File: config.mk
export PLATFORM = sky130hd
export DESIGN_NAME = rob_reclaim
export DESIGN_NICKNAME = d
export VERILOG_FILES = /design/src/rtl/rob_pkg.sv /design/src/rtl/rob_ptr.sv /design/src/rtl/rob_slots.sv /design/src/rtl/rob_head_ctl.sv /design/src/rtl/rob_reclaim.sv
export SDC_FILE = /design/constraint.sdc
export NUM_CORES = 1
export LEC_CHECK = 0
export ABC_CLOCK_PERIOD_IN_PS = 8200
export BUFFER_PORTS_ARGS = -buffer_cell sky130_fd_sc_hd__buf_2
export CAP_MARGIN = 20
export CORE_MARGIN = 2
export CORE_UTILIZATION = 60
export CTS_CLUSTER_SIZE = 40
export DETAILED_ROUTE_END_ITERATION = 12
export GPL_ROUTABILITY_DRIVEN = 0
export PLACE_DENSITY = 0.79
export REMOVE_ABC_BUFFERS = 1
export SLEW_MARGIN = 20
export SYNTH_ARGS = -nofsm -noshare
export SYNTH_HDL_FRONTEND = slang
export SYNTH_SLANG_ARGS = --single-unit
File: constraint.sdc
create_clock -name clk -period 8.2 [get_ports clk]
set_input_delay 1.23 -clock clk [delete_from_list [all_inputs] [get_ports clk]]
set_output_delay 1.23 -clock clk [all_outputs]
set_load 0.01 [all_outputs]
File: src/rtl/rob_pkg.sv
package rob_pkg;
  typedef enum logic [1:0] {
    HEAD_WAIT   = 2'd0,
    HEAD_RETIRE = 2'd1,
    HEAD_TRAP   = 2'd2
  } head_act_t;
endpackage

File: src/rtl/rob_ptr.sv
module rob_ptr #(
  parameter int IDX_W = 3
) (
  input  logic           clk,
  input  logic           rst_n,
  input  logic           inc,
  input  logic           load,
  input  logic [IDX_W:0] load_val,
  output logic [IDX_W:0] ptr
);
  logic [IDX_W:0] ptr_q, ptr_d;

  always_comb begin
    ptr_d = ptr_q;
    if (load)     ptr_d = load_val;
    else if (inc) ptr_d = ptr_q + 1'b1;
  end

  always_ff @(posedge clk or negedge rst_n) begin
    if (!rst_n) ptr_q <= '0;
    else        ptr_q <= ptr_d;
  end

  assign ptr = ptr_q;
endmodule

File: src/rtl/rob_slots.sv
module rob_slots #(
  parameter int DEPTH   = 8,
  parameter int IDX_W   = 3,
  parameter int ARCH_W  = 5,
  parameter int PHYS_W  = 6,
  parameter int CAUSE_W = 4
) (
  input  logic               clk,
  input  logic               rst_n,
  input  logic               wr_en,
  input  logic [IDX_W-1:0]   wr_idx,
  input  logic [ARCH_W-1:0]  wr_arch,
  input  logic [PHYS_W-1:0]  wr_new,
  input  logic [PHYS_W-1:0]  wr_old,
  input  logic               done_en,
  input  logic [IDX_W-1:0]   done_idx,
  input  logic               done_fault,
  input  logic [CAUSE_W-1:0] done_cause,
  input  logic               pop_en,
  input  logic               wipe,
  input  logic [IDX_W-1:0]   rd_idx,
  output logic               rd_live,
  output logic               rd_done,
  output logic               rd_fault,
  output logic [ARCH_W-1:0]  rd_arch,
  output logic [PHYS_W-1:0]  rd_new,
  output logic [PHYS_W-1:0]  rd_old,
  output logic [CAUSE_W-1:0] rd_cause,
  output logic [DEPTH-1:0]   live_vec
);
  logic [DEPTH-1:0]   done_vec;
  logic [DEPTH-1:0]   fault_vec;
  logic [ARCH_W-1:0]  arch_a  [DEPTH];
  logic [PHYS_W-1:0]  new_a   [DEPTH];
  logic [PHYS_W-1:0]  old_a   [DEPTH];
  logic [CAUSE_W-1:0] cause_a [DEPTH];

  for (genvar i = 0; i < DEPTH; i++) begin : g_slot
    logic live_q, live_d, dn_q, dn_d, flt_q, flt_d;
    logic hit_wr, hit_done, hit_pop;
    logic [ARCH_W-1:0]  arch_q;
    logic [PHYS_W-1:0]  new_q, old_q;
    logic [CAUSE_W-1:0] cause_q;

    assign hit_wr   = wr_en   && (wr_idx   == IDX_W'(i));
    assign hit_done = done_en && (done_idx == IDX_W'(i));
    assign hit_pop  = pop_en  && (rd_idx   == IDX_W'(i));

    always_comb begin
      live_d = live_q;
      dn_d   = dn_q;
      flt_d  = flt_q;
      if (hit_done) begin
        dn_d  = 1'b1;
        flt_d = done_fault;
      end
      if (hit_pop) begin
        live_d = 1'b0;
        dn_d   = 1'b0;
        flt_d  = 1'b0;
      end
      if (hit_wr) begin
        live_d = 1'b1;
        dn_d   = 1'b0;
        flt_d  = 1'b0;
      end
      if (wipe) begin
        live_d = 1'b0;
        dn_d   = 1'b0;
        flt_d  = 1'b0;
      end
    end

    always_ff @(posedge clk or negedge rst_n) begin
      if (!rst_n) begin
        live_q <= 1'b0;
        dn_q   <= 1'b0;
        flt_q  <= 1'b0;
      end else begin
        live_q <= live_d;
        dn_q   <= dn_d;
        flt_q  <= flt_d;
      end
    end

    always_ff @(posedge clk) begin
      if (hit_wr) begin
        arch_q <= wr_arch;
        new_q  <= wr_new;
        old_q  <= wr_old;
      end
      if (hit_done) cause_q <= done_cause;
    end

    assign live_vec[i]  = live_q;
    assign done_vec[i]  = dn_q;
    assign fault_vec[i] = flt_q;
    assign arch_a[i]    = arch_q;
    assign new_a[i]     = new_q;
    assign old_a[i]     = old_q;
    assign cause_a[i]   = cause_q;
  end

  assign rd_live  = live_vec[rd_idx];
  assign rd_done  = done_vec[rd_idx];
  assign rd_fault = fault_vec[rd_idx];
  assign rd_arch  = arch_a[rd_idx];
  assign rd_new   = new_a[rd_idx];
  assign rd_old   = old_a[rd_idx];
  assign rd_cause = cause_a[rd_idx];

  // completion state exists only on held entries
  assert_done_only_live_R4: assert property (@(posedge clk) disable iff (!rst_n)
    ((done_vec | fault_vec) & ~live_vec) == '0);
endmodule

File: src/rtl/rob_head_ctl.sv
module rob_head_ctl
  import rob_pkg::*;
(
  input  logic      head_live,
  input  logic      head_done,
  input  logic      head_fault,
  output head_act_t act
);
  always_comb begin
    act = HEAD_WAIT;
    if (head_live && head_done) act = head_fault ? HEAD_TRAP : HEAD_RETIRE;
  end
endmodule

File: src/rtl/rob_reclaim.sv
module rob_reclaim
  import rob_pkg::*;
#(
  parameter int DEPTH   = 8,
  parameter int ARCH_W  = 5,
  parameter int PHYS_W  = 6,
  parameter int CAUSE_W = 4,
  localparam int IDX_W  = $clog2(DEPTH)
) (
  input  logic               clk,
  input  logic               rst_n,
  input  logic               alloc_valid,
  input  logic [ARCH_W-1:0]  alloc_arch,
  input  logic [PHYS_W-1:0]  alloc_new_phys,
  input  logic [PHYS_W-1:0]  alloc_old_phys,
  output logic               alloc_ready,
  output logic [IDX_W-1:0]   alloc_idx,
  input  logic               cmpl_valid,
  input  logic [IDX_W-1:0]   cmpl_idx,
  input  logic               cmpl_fault,
  input  logic [CAUSE_W-1:0] cmpl_cause,
  output logic               retire_valid,
  output logic [ARCH_W-1:0]  retire_arch,
  output logic [PHYS_W-1:0]  retire_phys,
  output logic               free_valid,
  output logic [PHYS_W-1:0]  free_phys,
  output logic               trap_valid,
  output logic [IDX_W-1:0]   trap_idx,
  output logic [CAUSE_W-1:0] trap_cause
);
  logic [IDX_W:0]     head, tail, occ;
  logic [IDX_W-1:0]   head_idx;
  logic               full, alloc_fire, cmpl_fire;
  logic               h_live, h_done, h_fault;
  logic [ARCH_W-1:0]  h_arch;
  logic [PHYS_W-1:0]  h_new, h_old;
  logic [CAUSE_W-1:0] h_cause;
  logic [DEPTH-1:0]   live_vec;
  head_act_t          act;
  logic               do_retire, do_trap;

  assign head_idx   = head[IDX_W-1:0];
  assign occ        = tail - head;
  assign full       = (head_idx == tail[IDX_W-1:0]) && (head[IDX_W] != tail[IDX_W]);
  assign do_retire  = (act == HEAD_RETIRE);
  assign do_trap    = (act == HEAD_TRAP);
  assign alloc_fire = alloc_valid && alloc_ready;
  assign cmpl_fire  = cmpl_valid && live_vec[cmpl_idx] && !do_trap;

  rob_ptr #(.IDX_W(IDX_W)) u_head (
    .clk(clk), .rst_n(rst_n), .inc(do_retire), .load(do_trap),
    .load_val(tail), .ptr(head));

  rob_ptr #(.IDX_W(IDX_W)) u_tail (
    .clk(clk), .rst_n(rst_n), .inc(alloc_fire), .load(1'b0),
    .load_val(tail), .ptr(tail));

  rob_slots #(.DEPTH(DEPTH), .IDX_W(IDX_W), .ARCH_W(ARCH_W),
              .PHYS_W(PHYS_W), .CAUSE_W(CAUSE_W)) u_slots (
    .clk(clk), .rst_n(rst_n),
    .wr_en(alloc_fire), .wr_idx(tail[IDX_W-1:0]), .wr_arch(alloc_arch),
    .wr_new(alloc_new_phys), .wr_old(alloc_old_phys),
    .done_en(cmpl_fire), .done_idx(cmpl_idx), .done_fault(cmpl_fault),
    .done_cause(cmpl_cause), .pop_en(do_retire), .wipe(do_trap),
    .rd_idx(head_idx), .rd_live(h_live), .rd_done(h_done), .rd_fault(h_fault),
    .rd_arch(h_arch), .rd_new(h_new), .rd_old(h_old), .rd_cause(h_cause),
    .live_vec(live_vec));

  rob_head_ctl u_ctl (
    .head_live(h_live), .head_done(h_done), .head_fault(h_fault), .act(act));

  assign alloc_ready  = !full && !do_trap;
  assign alloc_idx    = tail[IDX_W-1:0];
  assign retire_valid = do_retire;
  assign retire_arch  = h_arch;
  assign retire_phys  = h_new;
  assign free_valid   = do_retire;
  assign free_phys    = h_old;
  assign trap_valid   = do_trap;
  assign trap_idx     = head_idx;
  assign trap_cause   = h_cause;

  assert_no_overflow_R3: assert property (@(posedge clk) disable iff (!rst_n)
    occ <= (IDX_W+1)'(DEPTH));

  assert_alloc_lands_R2: assert property (@(posedge clk) disable iff (!rst_n)
    alloc_fire |=> live_vec[$past(tail[IDX_W-1:0])]);

  assert_head_steps_R5: assert property (@(posedge clk) disable iff (!rst_n)
    retire_valid |=> (head == $past(head) + 1'b1));

  assert_one_outcome_R6: assert property (@(posedge clk) disable iff (!rst_n)
    $onehot0({retire_valid, trap_valid}));

  assert_trap_no_free_R7: assert property (@(posedge clk) disable iff (!rst_n)
    trap_valid |-> !free_valid);

  assert_trap_empties_R7: assert property (@(posedge clk) disable iff (!rst_n)
    trap_valid |=> ((head == tail) && (live_vec == '0)));
endmodule

==> impl_metrics.csv <==
group,metric,value,unit
run_status,outcome,"finished clean",
global_routing,first_global_vias,5072,
setup_path,worstPathCellList,"mux2i_1 -> o22ai_2 -> nor2_4 -> nor2_2 -> a41oi_1 -> buf_2",
routing,antenna_violating_nets_post_route,0,
power_and_ir_drop,p_total,3590,uW
floorplanning,ioPinCount,60,
synth,synth_cell_type_count,56,
synth,synth-warning-count,0,
cells_and_area,synthToLayoutAreaGrowth,11.7,%
clock_tree,cts_repair_resize_count,0,
timing,period_minus_slack,4.12,ns
cells_and_area,drive_gt1_share,26.4,%
routing,drc_errors,0,
clock_tree,numCtsBuffers,17,
floorplanning,die_w,124,um
routing,detailroute.via_count,4998,
synth,synth-seq-area-share,67.6,%
routing,drt_first_iter_violations,592,
timing,final_hold_viol_count,0,
synth,proportion_of_register_bits_with_asynchronous_set_or_reset_after_synthesis,16.0,%
timing,max_slew.worst_pin.slew,1.10,ns
synth,post_synth.cell_area_avg,15.9,um^2
placed_design,dpl.hpwl,10.5,mm
cells_and_area,antenna_cells,0,
setup_path,endpoint_kind,"output port",
setup_path,critical_path.slowest_cell,"sky130_fd_sc_hd__dfrtp_2",
timing,finalSetupTns,0,ns
global_routing,groute.usage.overall,24.5,%
power_and_ir_drop,power.ir.vdd_worst,212,uV
clock_tree,register_clock_pin_slew_on_the_reported_worst_setup_and_hold_paths,0.06,ns
timing,final_min_period_over_clock_period,50.2,%
setup_path,crit-reg2reg-launch,"u_head.ptr[1]",
timing,final-setup-viol-count,0,
timing,final.setup.worst_slack,4.08,ns
timing,timing.clock.skew,0.00872,ns
routing,detail_route.vias_per_cell,6.32,
cells_and_area,finish.net_count,640,
routing,wire_per_inst,22.4,um
routing,met1Wirelength,7.29,mm
power_and_ir_drop,power-per-cell-area,371,nW/um^2
clock_tree,post_cts_setup_bufs,0,
setup_path,startpoint_to_endpoint_class_of_the_critical_path,"register to output port",
setup_path,r2r-end,"u_slots.g_slot[7].new_q[1]",
clock_tree,clock_sinks,200,
placed_design,numPlacedInstances,760,
global_routing,grt_pass1_wl,27.4,mm
cells_and_area,multi_input_logic_area,2520,um^2
routing,totalWireLength,17.7,mm
global_routing,globalRouteOverflowTotal,0,
timing,achievable-frequency,243,MHz
global_routing,grt_start_max_net_pins,41,
clock_tree,cts_hold_bufs,0,
setup_path,reg2regPathDepth,5,
timing,timing.max_slew.rel_slack,26.4,%
clock_tree,clockRootBuffer,"sky130_fd_sc_hd__clkbuf_16",
synth,postSynthRegisterBits,200,
cells_and_area,n_fill_cell,920,
global_routing,antenna_found_initial,0,
cells_and_area,sequential_cell_area,5850,um^2
timing,setup_repair_after_global_routing_missed_its_margin,"false",
clock_tree,clock_insertion_delay_worst_skew,0.43,ns
floorplanning,floorplan.initialDensity,61.9,%
power_and_ir_drop,cellLeakagePower,0.00351,uW
routing,topRoutingLayerUsed,"met4",
synth,synth_enable_flop_cells,168,
setup_path,cp_slowest_stage_delay,0.87,ns
placed_design,place_worst_setup_slack,4.54,ns
setup_path,worst_path_arrival,2.89,ns
setup_path,reg2reg_setup_slack,4.80,ns
clock_tree,cts-htree-levels,4,
placed_design,placement.io_buffers,59,
setup_path,cp.required,6.97,ns
floorplanning,die-area,15400,um^2
setup_path,worstPathMaxFanout,34,
timing,slew_violations,0,
min_path,min-delay-path-class,"register to register",
synth,postSynthCellCount,545,
floorplanning,placement_rows,43,
clock_tree,cts_buffer_depth,2,
setup_path,critPathCapture,"alloc_ready",
floorplanning,chipHeight,124,um
routing,dr_wl_met2,8.96,mm
job,max-cap-violations,0,
setup_path,setup.worst_path.start_class,"register",
synth,syn-cell-area,8650,um^2
synth,ys.flop_type,"sky130_fd_sc_hd__edfxtp_1",
floorplanning,core-area,14000,um^2
setup_path,startpoint,"u_head.ptr[1]",
routing,drt_pass1_iterations,5,
routing,met3_length,1.16,mm
clock_tree,cts_tree,"done",
cells_and_area,layoutNonFillerInstCount,791,
[worst min-delay path by stage]
stage / start / to / slack, ns / depth (start not counted)
floorplan: u_tail.ptr[3] / u_tail.ptr[3] / 0.48 / 1
global placement: u_tail.ptr[3] / u_tail.ptr[3] / 0.51 / 1
detailed placement: u_slots.g_slot[5].dn_q / u_slots.g_slot[5].dn_q / 0.52 / 2
CTS: u_slots.g_slot[5].dn_q / u_slots.g_slot[5].dn_q / 0.53 / 2
global route: u_tail.ptr[3] / u_tail.ptr[3] / 0.55 / 1
finish: u_slots.g_slot[5].dn_q / u_slots.g_slot[5].dn_q / 0.54 / 2
[synth_stat cells (3+ instances only)]
cell                         n  area share, %
sky130_fd_sc_hd__a211o_1     4           0.40
sky130_fd_sc_hd__a211oi_1    6           0.52
sky130_fd_sc_hd__a211oi_2    3           0.43
sky130_fd_sc_hd__a21oi_1    16           0.93
sky130_fd_sc_hd__a31oi_1     4           0.29
sky130_fd_sc_hd__and3_1      3           0.22
sky130_fd_sc_hd__buf_1       8           0.35
sky130_fd_sc_hd__buf_2      10           0.58
sky130_fd_sc_hd__buf_4       8           0.69
sky130_fd_sc_hd__buf_6       4           0.52
sky130_fd_sc_hd__dfrtp_1    32            9.3
sky130_fd_sc_hd__edfxtp_1  168             58
sky130_fd_sc_hd__ha_1       12            1.7
sky130_fd_sc_hd__inv_1      25            1.1
sky130_fd_sc_hd__mux2i_1     8           0.93
sky130_fd_sc_hd__mux4_2     43             11
sky130_fd_sc_hd__nand2_1    86            3.7
sky130_fd_sc_hd__nand3_1    12           0.69
sky130_fd_sc_hd__nand4b_1    4           0.40
sky130_fd_sc_hd__nor2_1      8           0.35
sky130_fd_sc_hd__nor3_1      4           0.23
sky130_fd_sc_hd__o2111a_1    3           0.39
sky130_fd_sc_hd__o211ai_1   11           0.95
sky130_fd_sc_hd__o21ai_0    10           0.58
sky130_fd_sc_hd__o21ai_1     3           0.17
sky130_fd_sc_hd__o21bai_1    3           0.26
sky130_fd_sc_hd__o221a_2     3           0.39
sky130_fd_sc_hd__o22ai_1     4           0.29
sky130_fd_sc_hd__xnor2_1     5           0.51
[layer usage]
| metal | vias to the layer above | GRT usage [%] |
|---|---|---|
| met5 | - | 0 |
| met3 | 28 | 3.85 |
| met4 | 0 | 8.78 |
| met1 | 2522 | 33.7 |
| met2 | 238 | 40.2 |
| li1 | 2210 | - |
[where the power goes]
group | internal [uW] | total [uW] | switching [uW]
registers | 1300 | 1450 | 143
logic | 526 | 1270 | 749
clock network | 511 | 868 | 358
total | 2340 | 3590 | 1250
[logic make-up (layout without fill, tap and decap cells)]
family	after synthesis	count (layout)	synth area share [%]
adders and majority gates	12	12	1.74
muxes	53	53	12.4
and+or+nand+nor	134	134	7.17
buffers and inverters	58	124	3.36
DFF	200	200	67.6
xor gates and xnor gates	6	6	0.607
AOI/OAI and AO/OA	82	82	7.19
[critical path, delay by kind of cell, from the launching register on]
family / cells / cell delay [ns]
AO/OA/AOI/OAI: 2 / 0.40
buffers and inverters: 1 / 0.16
multiplexers: 1 / 0.48
flip-flops: 1 / 0.87
AND/OR/NAND/NOR: 2 / 0.54
[cells in the final DEF, fill, tap and decap left out, drive strengths merged, types with 2 or more instances in the layout]
cell      netlist  routed
clkinv          0       2
ha             12      12
and3            3       3
a32o            2       2
nand2          88      88
mux2            2       2
xnor2           5       5
nor3            4       4
o2111a          3       3
a31oi           4       4
mux4           43      43
o21ai          13      13
nand4b          4       4
a211o           4       4
nor2           10      10
a211oi          9       9
o221a           3       3
inv            26      29
clkinvlp        0       2
mux2i           8       8
a41oi           3       3
nand4           2       2
o22ai           5       5
buf            30      67
o21bai          3       3
bufinv          0       4
and2            3       3
nand2b          2       2
nand3          12      12
a21oi          16      16
o211ai         11      11
dfrtp          32      32
clkbuf          2      20
edfxtp        168     168
[flip-flops by register name (all words and copies together), names as in the netlist]
name / cells
u_head.ptr: 4
u_slots.g_slot.cause_q: 32
u_slots.g_slot.flt_q: 8
u_slots.g_slot.new_q: 48
u_slots.g_slot.old_q: 48
u_slots.g_slot.live_q: 8
u_slots.g_slot.dn_q: 8
u_slots.g_slot.arch_q: 40
u_tail.ptr: 4
[through the flow]
step | cell area [um^2] | hold WS (ns) | utilization [%]
after global placement | 9050 | 0.508 | 64.7
after detailed placement | 9050 | 0.520 | 64.7
after CTS | 9660 | 0.532 | 69.0
after global routing | 9660 | 0.554 | 69.1
after floorplan | 8460 | 0.482 | -
final | 9660 | 0.535 | 69.1
[cell type report]
| cell class | count | share of cell area (%) |
|---|---|---|
| clock buffers | 20 | 4.52 |
| flip-flops and latches | 200 | 60.6 |
| clock inverters | 11 | 1.76 |
| multi-input cells | 287 | 26.1 |
| repair buffers | 67 | 3.68 |
| well taps | 180 | 2.33 |
| inverters | 26 | 1.01 |
(Power assumes the default switching activity.)
